## config.mk

```make
export PLATFORM = sky130hd
export DESIGN_NAME = tmbp_top
export DESIGN_NICKNAME = d
export VERILOG_FILES = /design/src/rtl/tmbp_pkg.sv /design/src/rtl/tmbp_path_train.sv /design/src/rtl/tmbp_path_walk.sv /design/src/rtl/tmbp_top.sv
export SDC_FILE = /design/constraint.sdc
export NUM_CORES = 1
export LEC_CHECK = 0
export CAP_MARGIN = 10
export CELL_PAD_IN_SITES_DETAIL_PLACEMENT = 1
export CELL_PAD_IN_SITES_GLOBAL_PLACEMENT = 1
export CORE_MARGIN = 4
export CORE_UTILIZATION = 34
export DETAILED_ROUTE_END_ITERATION = 8
export GPL_TIMING_DRIVEN = 1
export PLACE_DENSITY = 0.63
export SYNTH_ARGS = -nofsm -noshare
export SYNTH_HDL_FRONTEND = slang
export SYNTH_SLANG_ARGS = --single-unit
```

## constraint.sdc

```tcl
create_clock -name clk -period 13.7 [get_ports clk]
set_input_delay 4.11 -clock clk [delete_from_list [all_inputs] [get_ports clk]]
set_output_delay 4.11 -clock clk [all_outputs]
set_load 0.05 [all_outputs]
```

## src/rtl/tmbp_pkg.sv

```systemverilog
package tmbp_pkg;
  localparam logic [1:0] CTR_WEAK_NT = 2'b01;

  function automatic logic [1:0] ctr_step(input logic [1:0] c, input logic taken);
    logic [1:0] r;
    r = c;
    if (taken && c != 2'b11) r = c + 2'b01;
    else if (!taken && c != 2'b00) r = c - 2'b01;
    return r;
  endfunction
endpackage

```

## src/rtl/tmbp_path_train.sv

```systemverilog
module tmbp_path_train #(
  parameter int DEPTH = 4,
  localparam int NODES = (1 << DEPTH) - 1
) (
  input  logic [NODES-1:0][1:0] tree_i,
  input  logic [DEPTH-1:0]      path_i,
  output logic [NODES-1:0][1:0] tree_o
);
  import tmbp_pkg::*;

  logic [DEPTH-1:0] node;

  always_comb begin
    tree_o = tree_i;
    node   = '0;
    for (int l = 0; l < DEPTH; l++) begin
      tree_o[node] = ctr_step(tree_i[node], path_i[l]);
      node = (node << 1) + DEPTH'(1) + DEPTH'(path_i[l]);
    end
  end
endmodule

```

## src/rtl/tmbp_path_walk.sv

```systemverilog
module tmbp_path_walk #(
  parameter int DEPTH = 4,
  localparam int NODES = (1 << DEPTH) - 1
) (
  input  logic [NODES-1:0][1:0] tree_i,
  output logic [DEPTH-1:0]      path_o
);
  logic [DEPTH-1:0] node_w [DEPTH];

  assign node_w[0] = '0;

  for (genvar l = 0; l < DEPTH; l++) begin : g_level
    assign path_o[l] = tree_i[node_w[l]][1];
    if (l < DEPTH - 1) begin : g_next
      assign node_w[l+1] = (node_w[l] << 1) + DEPTH'(1) + DEPTH'(path_o[l]);
    end
  end
endmodule

```

## src/rtl/tmbp_top.sv

```systemverilog
module tmbp_top #(
  parameter int IDX_W = 5,
  parameter int TAG_W = 6,
  parameter int DEPTH = 4
) (
  input  logic                   clk,
  input  logic                   rst_n,
  input  logic                   lk_valid,
  input  logic [IDX_W+TAG_W-1:0] lk_hist,
  input  logic                   up_valid,
  input  logic [IDX_W+TAG_W-1:0] up_hist,
  input  logic [DEPTH-1:0]       up_path,
  output logic                   pr_valid,
  output logic                   pr_hit,
  output logic [DEPTH-1:0]       pr_path
);
  import tmbp_pkg::*;

  localparam int ENTRIES = 1 << IDX_W;
  localparam int NODES   = (1 << DEPTH) - 1;
  localparam int HIST_W  = IDX_W + TAG_W;

  typedef logic [NODES-1:0][1:0] tree_t;

  tree_t              tree_q  [ENTRIES];
  logic [TAG_W-1:0]   tag_q   [ENTRIES];
  logic [DEPTH-1:0]   cpath_q [ENTRIES];
  logic [ENTRIES-1:0] valid_q, valid_d;

  logic [IDX_W-1:0] up_idx, lk_idx;
  logic [TAG_W-1:0] up_tag, lk_tag;
  logic             up_hit;
  tree_t            base_tree, new_tree;
  logic [DEPTH-1:0] new_path;

  assign up_idx = up_hist[IDX_W-1:0];
  assign up_tag = up_hist[HIST_W-1:IDX_W];
  assign lk_idx = lk_hist[IDX_W-1:0];
  assign lk_tag = lk_hist[HIST_W-1:IDX_W];

  // Miss: start from a weakly not-taken tree before training
  assign up_hit    = valid_q[up_idx] && (tag_q[up_idx] == up_tag);
  assign base_tree = up_hit ? tree_q[up_idx] : {NODES{CTR_WEAK_NT}};

  tmbp_path_train #(.DEPTH(DEPTH)) u_train (
    .tree_i (base_tree),
    .path_i (up_path),
    .tree_o (new_tree)
  );

  tmbp_path_walk #(.DEPTH(DEPTH)) u_walk (
    .tree_i (new_tree),
    .path_o (new_path)
  );

  always_comb begin
    valid_d         = valid_q;
    valid_d[up_idx] = 1'b1;
  end

  always_ff @(posedge clk or negedge rst_n) begin
    if (!rst_n) valid_q <= '0;
    else if (up_valid) valid_q <= valid_d;
  end

  // Table payload carries no reset: valid_q guards every read
  always_ff @(posedge clk) begin
    if (up_valid) begin
      tree_q[up_idx]  <= new_tree;
      tag_q[up_idx]   <= up_tag;
      cpath_q[up_idx] <= new_path;
    end
  end

  // Lookup with same-cycle update forwarding
  logic             byp;
  logic             eff_valid, hit_d;
  logic [TAG_W-1:0] eff_tag;
  logic [DEPTH-1:0] eff_path, path_d;

  always_comb begin
    byp       = up_valid && (up_idx == lk_idx);
    eff_valid = byp ? 1'b1     : valid_q[lk_idx];
    eff_tag   = byp ? up_tag   : tag_q[lk_idx];
    eff_path  = byp ? new_path : cpath_q[lk_idx];
    hit_d     = lk_valid && eff_valid && (eff_tag == lk_tag);
    path_d    = hit_d ? eff_path : '0;
  end

  always_ff @(posedge clk or negedge rst_n) begin
    if (!rst_n) begin
      pr_valid <= 1'b0;
      pr_hit   <= 1'b0;
      pr_path  <= '0;
    end else begin
      pr_valid <= lk_valid;
      pr_hit   <= hit_d;
      pr_path  <= path_d;
    end
  end

  assert_lookup_latency_R3: assert property (@(posedge clk) disable iff (!rst_n)
    lk_valid |=> pr_valid);
  assert_idle_quiet_R3: assert property (@(posedge clk) disable iff (!rst_n)
    !lk_valid |=> (!pr_valid && !pr_hit && pr_path == '0));
  assert_miss_path_R4: assert property (@(posedge clk) disable iff (!rst_n)
    !pr_hit |-> pr_path == '0);
  assert_alloc_tag_R6: assert property (@(posedge clk) disable iff (!rst_n)
    up_valid |=> (valid_q[$past(up_idx)] && tag_q[$past(up_idx)] == $past(up_tag)));
  assert_root_path_R8: assert property (@(posedge clk) disable iff (!rst_n)
    up_valid |=> cpath_q[$past(up_idx)][0] == tree_q[$past(up_idx)][0][1]);
  assert_lookup_pure_R10: assert property (@(posedge clk) disable iff (!rst_n)
    !up_valid |=> $stable(valid_q));
endmodule

```

Yosys cells after proc, flatten, opt, wreduce, memory -nomap -nowiden
Memories as Yosys holds them, arrays and structs flattened.
Index checks and enable logic that the tools add are counted.
{"block": "op_classes", "n_addsub": 18, "order_cmp": 12, "eq_ne": 7, "muxes": 42, "bitwise": 1, "n_reduce_logical": 24}
{"operator": "30-bit bitwise mux", "count": 3}
{"operator": "2-bit binary-select mux with 4-bit select", "count": 6}
{"operator": "2-bit two-way mux", "count": 17}
{"operator": "32-bit OR", "count": 1}
{"operator": "4-bit by 5-bit less-than comparator with 1-bit output (second input constant)", "count": 6}
{"operator": "30-bit two-way mux", "count": 1}
{"operator": "2-bit demux with 4-bit select", "count": 3}
{"operator": "4-bit by 1-bit adder with 4-bit output", "count": 4}
{"operator": "4-bit by 1-bit adder with 4-bit output (second input constant)", "count": 4}
{"operator": "1-bit logical AND", "count": 16}
{"operator": "6-bit equality test", "count": 2}
{"operator": "4-bit by 1-bit >= comparator with 1-bit output (second input constant)", "count": 3}
{"operator": "5-bit by 6-bit less-than comparator with 1-bit output (second input constant)", "count": 2}
{"operator": "1-bit binary-select mux with 5-bit select", "count": 2}
{"operator": "2-bit by 1-bit adder with 2-bit output (second input constant)", "count": 4}
{"operator": "4-bit two-way mux", "count": 2}
{"operator": "2-bit inequality test (second input constant)", "count": 4}
{"operator": "2-bit nonzero test", "count": 4}
{"operator": "2-bit by 1-bit subtractor with 2-bit output (second input constant)", "count": 4}
{"operator": "1-bit two-way mux", "count": 6}
{"operator": "6-bit two-way mux", "count": 1}
{"operator": "1-bit demux with 5-bit select", "count": 1}
{"operator": "5-bit equality test", "count": 1}
{"operator": "5-bit by 1-bit >= comparator with 1-bit output (second input constant)", "count": 1}
{"operator": "other kinds (2)", "count": 6}
{"block": "totals", "ff_bits": 38, "ram_bits": 1280, "in_bits": 30, "out_inout_bits": 6, "elab_cells": 111, "mem_count": 3}
{"memory": "tree_q", "words": 32, "word_bits": 30, "read_ports": 1, "rd_ports_with_merged_regs": 0, "write_ports": 1, "line": "tmbp_top.sv:25", "text": "tree_t tree_q [ENTRIES];"}
{"memory": "tag_q", "words": 32, "word_bits": 6, "read_ports": 2, "rd_ports_with_merged_regs": 0, "write_ports": 1, "line": "tmbp_top.sv:26", "text": "logic [TAG_W-1:0] tag_q [ENTRIES];"}
{"memory": "cpath_q", "words": 32, "word_bits": 4, "read_ports": 1, "rd_ports_with_merged_regs": 0, "write_ports": 1, "line": "tmbp_top.sv:27", "text": "logic [DEPTH-1:0] cpath_q [ENTRIES];"}

Logic depth before layout (Yosys ltp)
{"block": "depth", "depth_word": 24, "ltp_mapped": 37, "depth_no_buf": 28}

By module
From an unflattened synthesis, not the netlist that was laid out.
{"block": "hier_totals", "hier_cells": 2583, "hier_area_um2": 53697.8}
{"mod": "tmbp_top", "instances": 1, "cells_per_inst": 2339, "area_each_um2": 51783.4, "seq_area_each_um2": 39387.8}
{"mod": "tmbp_path_train", "instances": 1, "cells_per_inst": 212, "area_each_um2": 1671.6, "seq_area_each_um2": 0.0}
{"mod": "tmbp_path_walk", "instances": 1, "cells_per_inst": 32, "area_each_um2": 242.7, "seq_area_each_um2": 0.0}

Least setup slack after synthesis
No wires, ideal clock.
{"block": "synth_path", "kind": "input port to flip-flop", "start": "input up_hist[1]", "end": "memory cpath_q[0][3] (data pin)", "setup_time_ns": 0.392, "t_arrival_ns": 12.596, "t_required_ns": 13.308, "setup_slack_ns": 0.712, "cell_stages": 33, "path_buffers": 12, "path_cell_list": "buf_6 > buf_6 > buf_6 > buf_6 > buf_6 > buf_6 > buf_2 > buf_1 > clkbuf_1 > clkbuf_1 > mux4_2 > a221oi_1 > nand4_1 > a221oi_1 > nor3_1 > a31oi_2 > inv_1 > ha_1 > inv_1 > o21ai_0 > a31oi_2 > or2_1 > buf_6 > o21ai_0 > nand2b_1 > and3_1 > ha_1 > buf_1 > mux2_2 > a221oi_1 > nand3_1 > o2111ai_2 > nand2_1"}
{"item": "start, declared", "line": "tmbp_top.sv:11", "text": "input logic [IDX_W+TAG_W-1:0] up_hist,"}
{"item": "end, declared", "line": "tmbp_top.sv:27"}

Final worst setup path
{"block": "layout_path", "start": "input up_hist[4]", "end": "memory cpath_q[18][3] (data pin)"}
{"block": "layout_between", "elab_chain_len": 22, "word_cells_on_any_way": 59, "classes_between": "add/sub: 13; eq/ne: 5; mux: 26; reduce/logical: 13; memory: 2"}
{"item": "memory read 32 x 6 bit or 1-bit binary-select mux with 5-bit select (tied branches)"}
{"item": "6-bit equality test or 1-bit two-way mux (tied branches)", "line": "tmbp_top.sv:42", "text": "assign up_hit = valid_q[up_idx] && (tag_q[up_idx] == up_tag);"}
{"item": "1-bit logical AND", "line": "tmbp_top.sv:42"}
{"item": "30-bit two-way mux *", "line": "tmbp_top.sv:43", "text": "assign base_tree = up_hit ? tree_q[up_idx] : {NODES{CTR_WEAK_NT}};"}
{"item": "branches (longest 8 deep; another with 2-bit by 1-bit subtractor with 2-bit output)"}
{"item": "30-bit bitwise mux *", "line": "tmbp_path_train.sv:17", "text": "tree_o[node] = ctr_step(tree_i[node], path_i[l]);"}
{"item": "1-bit by 1-bit adder with 2-bit output", "line": "tmbp_path_walk.sv:15", "text": "assign node_w[l+1] = (node_w[l] << 1) + DEPTH'(1) + DEPTH'(path_o[l]);"}
{"item": "2-bit binary-select mux with 4-bit select", "line": "tmbp_path_walk.sv:13", "text": "assign path_o[l] = tree_i[node_w[l]][1];"}
{"item": "2-bit two-way mux (implied by the code)", "line": "tmbp_path_walk.sv:13"}
{"item": "4-bit by 1-bit adder with 4-bit output", "line": "tmbp_path_walk.sv:15"}
{"item": "2-bit binary-select mux with 4-bit select *", "line": "tmbp_path_walk.sv:13"}
{"item": "2-bit two-way mux (implied by the code) *", "line": "tmbp_path_walk.sv:13"}
{"item": "via new_path[2]", "line": "tmbp_top.sv:34", "text": "logic [DEPTH-1:0] new_path;"}
{"item": "4-bit by 1-bit adder with 4-bit output *", "line": "tmbp_path_walk.sv:15"}
{"item": "2-bit binary-select mux with 4-bit select *", "line": "tmbp_path_walk.sv:13"}
{"item": "2-bit two-way mux (implied by the code) *", "line": "tmbp_path_walk.sv:13"}
{"item": "via new_path[3]", "line": "tmbp_top.sv:34"}
Mark *: on every way through the listed nets, which the timed path passes. The select of a mux whose other input is x is not followed.

==> metrics <==
status complete, no violations; initial core utilization 0.343; clk buf depth 3; Min-Delay Path Class flop to flop; Mapped Cells approximately 2.8k; Synth Area in Compound Gates 0.0473; Main synth FF type edfxtp_1; Max Cap Viol 0; Worst Reg-to-Reg Cells 26; HPWL after detailed placement 94,000 um; Syn. warnings 0; fin crit period 12.89 ns; Placed Area 57,100 um^2; worst vdd ir ~140 uV; Final ANT Viol Nets 0; top cells by count, synth edfxtp_1 (1,248), mux2i_1 (382), mux4_2 (235); row count approximately 150; Multi-input gate area 14,700 um^2; mux contribution to synthesized area 0.171; clock latency on the worst-skew pair approximately 0.8 ns; Worst-Margin Slew 1.24 ns; Async SR Flop Fraction 0.0295; CP Class input port to flop; DR WL/cell 32.7 um; clock slew at reported path FFs roughly 0.060 ns; Total Routing Usage GR 0.203; first-pass GRT wire length 237,000 um; drt drc 0; Placed Instances 4,892; Worst Path Buf+Inv 4; nets 3,025; RSZ-0062 raised after global routing false; final setup vio count 0; Post-CTS Setup Inserts 0; R2R Path End cpath_q[18][3]$_DFFE_PP_; setup ws final between 0.8 and 0.9 ns; Reg area ~38,000 um^2; Mapped Avg Cell Area approximately 19 um^2; Clock Sinks 1,286; Synthesized Nets 2,896; FF+latch count, synth 1,286; critical-path maximum fanout 32; # H-tree levels 4; WP depth 27; Req. time, crit path 13.98 ns; share of cells above drive strength 1 0.221; die area 165,000 um^2; final instance area 61,300 um^2; Congestion Overflow GR 0; DP Worst Slack 0.297 ns; most common cell in the netlist edfxtp_1; Die X 406 um; Max Clk Rate slightly below 80 MHz; area leader, netlist edfxtp_1; routed vias/inst 5.83; CP delay by family, top simple AND/OR/NAND/NOR gates; Synth Cell Area 53,800 um^2; P_leak 20.6 nW; initial antenna violation count 3; vias in the first global route 30.5k; Adder-Cell Fraction of Synth Area 0.00442; final non-filler cell total a little over 5k; sequential area share after synthesis 0.714; worst setup path startpoint up_hist[4]; routed wire length 168,000 um; element type at the critical path end flop; Crit path largest cell delay 0.71 ns; area share of the largest cell type after synthesis 0.696; Yosys cell types 88; Rel. slew slack 0.173; Die Y-Extent 406 um; Inserted Clock Buffers 139; CTS root buffer clkbuf_16; Worst setup SP type input port; setup_tns 0 ns; Area Overhead vs Synth 13.9%; DRT iter0 DRCs 3,511; Final Slew Violations 0; Synth Area in Simple Gates 0.0401; Total Power 8.60 mW; final hold violation count 0; 1st-pass router iterations 5; Fill cells between 15k and 20k; # hold bufs at CTS 0; largest family of logic cells by synthesized area multiplexers; worst r2r src tag_q[19][2]$_DFFE_PP_; Placer Congestion 0.880; dominant cells by area after synthesis edfxtp_1 (70%), mux4_2 (9.8%), mux2i_1 (7.1%); Worst Setup EP cpath_q[18][3]$_DFFE_PP_; Worst R2R Setup Slack roughly 4.7 ns; pin count of the biggest net entering global routing 123; period utilization 0.941; Antenna diodes 0; Ports 36; number of synthesized flops with an enable pin between 1k and 1.5k; Buffers on Ports 35; post_cts resized 0; Layout Skew 0.0390 ns; Arr. time, crit path 13.16 ns; Synth Area in XOR/XNOR 0.00293; core area ~160,000 um^2; PD cells 140 nW/um^2; CTS tree done; slowest CP cell and4b_1; total number of vias roughly 30k
==> cells in the final DEF (no fill, tap or decap), drive strengths merged, types with 50 or more instances in the layout <==
master  instances
edfxtp       1248
mux2i         383
mux4          235
clkbuf        179
a22oi         171
buf           138
nor2           77
nand2          58
o22ai          57
clkinv         50
==> how the worst min path moves through the flow <==
| stage | start | endpoint | slack [ns] | depth (start not counted) |
|---|---|---|---|---|
| finish | valid_q[3]$_DFFE_PN0P_ | valid_q[3]$_DFFE_PN0P_ | 0.50 | 1 |
| global route | valid_q[6]$_DFFE_PN0P_ | valid_q[6]$_DFFE_PN0P_ | 0.52 | 1 |
| CTS | valid_q[6]$_DFFE_PN0P_ | valid_q[6]$_DFFE_PN0P_ | 0.49 | 1 |
| detailed placement | valid_q[6]$_DFFE_PN0P_ | valid_q[6]$_DFFE_PN0P_ | 0.48 | 1 |
| global placement | valid_q[3]$_DFFE_PN0P_ | valid_q[3]$_DFFE_PN0P_ | 0.47 | 1 |
| floorplan | valid_q[10]$_DFFE_PN0P_ | valid_q[10]$_DFFE_PN0P_ | 0.46 | 1 |
==> flip-flops by register name (all words and copies together) (netlist names) <==
signal / count
cpath_q: 128
valid_q: 32
pr_path: 4
pr_hit: 1
pr_valid: 1
tree_q: 928
tag_q: 192
==> per-layer routing <==
| metal | up-vias | global-route usage | routed length (um) |
|---|---|---|---|
| met5 | - | 0 | 23 |
| met4 | 4 | 0.0550 | 3980 |
| met3 | 258 | 0.0347 | 11600 |
| met2 | 1267 | 0.318 | 78600 |
| met1 | 16300 | 0.294 | 73700 |
| li1 | 12100 | - | - |
==> where the power goes <==
group          internal (mW)  switching [mW]  total, mW
sequential              4.42          0.0266       4.44
clock                   1.99            1.53       3.52
combinational          0.224           0.411      0.635
==> logic make-up after synthesis <==
| family | count (synthesis) |
|---|---|
| AO/OA/AOI/OAI | 342 |
| XOR/XNOR | 18 |
| adder cells (fa/ha/maj) | 19 |
| buffers and inverters | 195 |
| flip-flops | 1286 |
| multiplexers | 623 |
| AND/OR/NAND/NOR | 364 |
==> stage by stage <==
step	util	hold WS [ns]
after CTS	0.391	0.493
after floorplan	-	0.457
final	0.391	0.496
after detailed placement	0.364	0.477
after global routing	0.391	0.518
after global placement	0.364	0.475
==> layout make-up <==
type,count,area share
sequential,1286,0.627
multi-input combinational,1366,0.239
clock buffer,179,0.0604
tap,2058,0.0420
timing repair buffer,163,0.0218
clock inverter,61,0.00825
inverter,20,0.00127
Note: power is estimated with default switching activity, not from simulation.
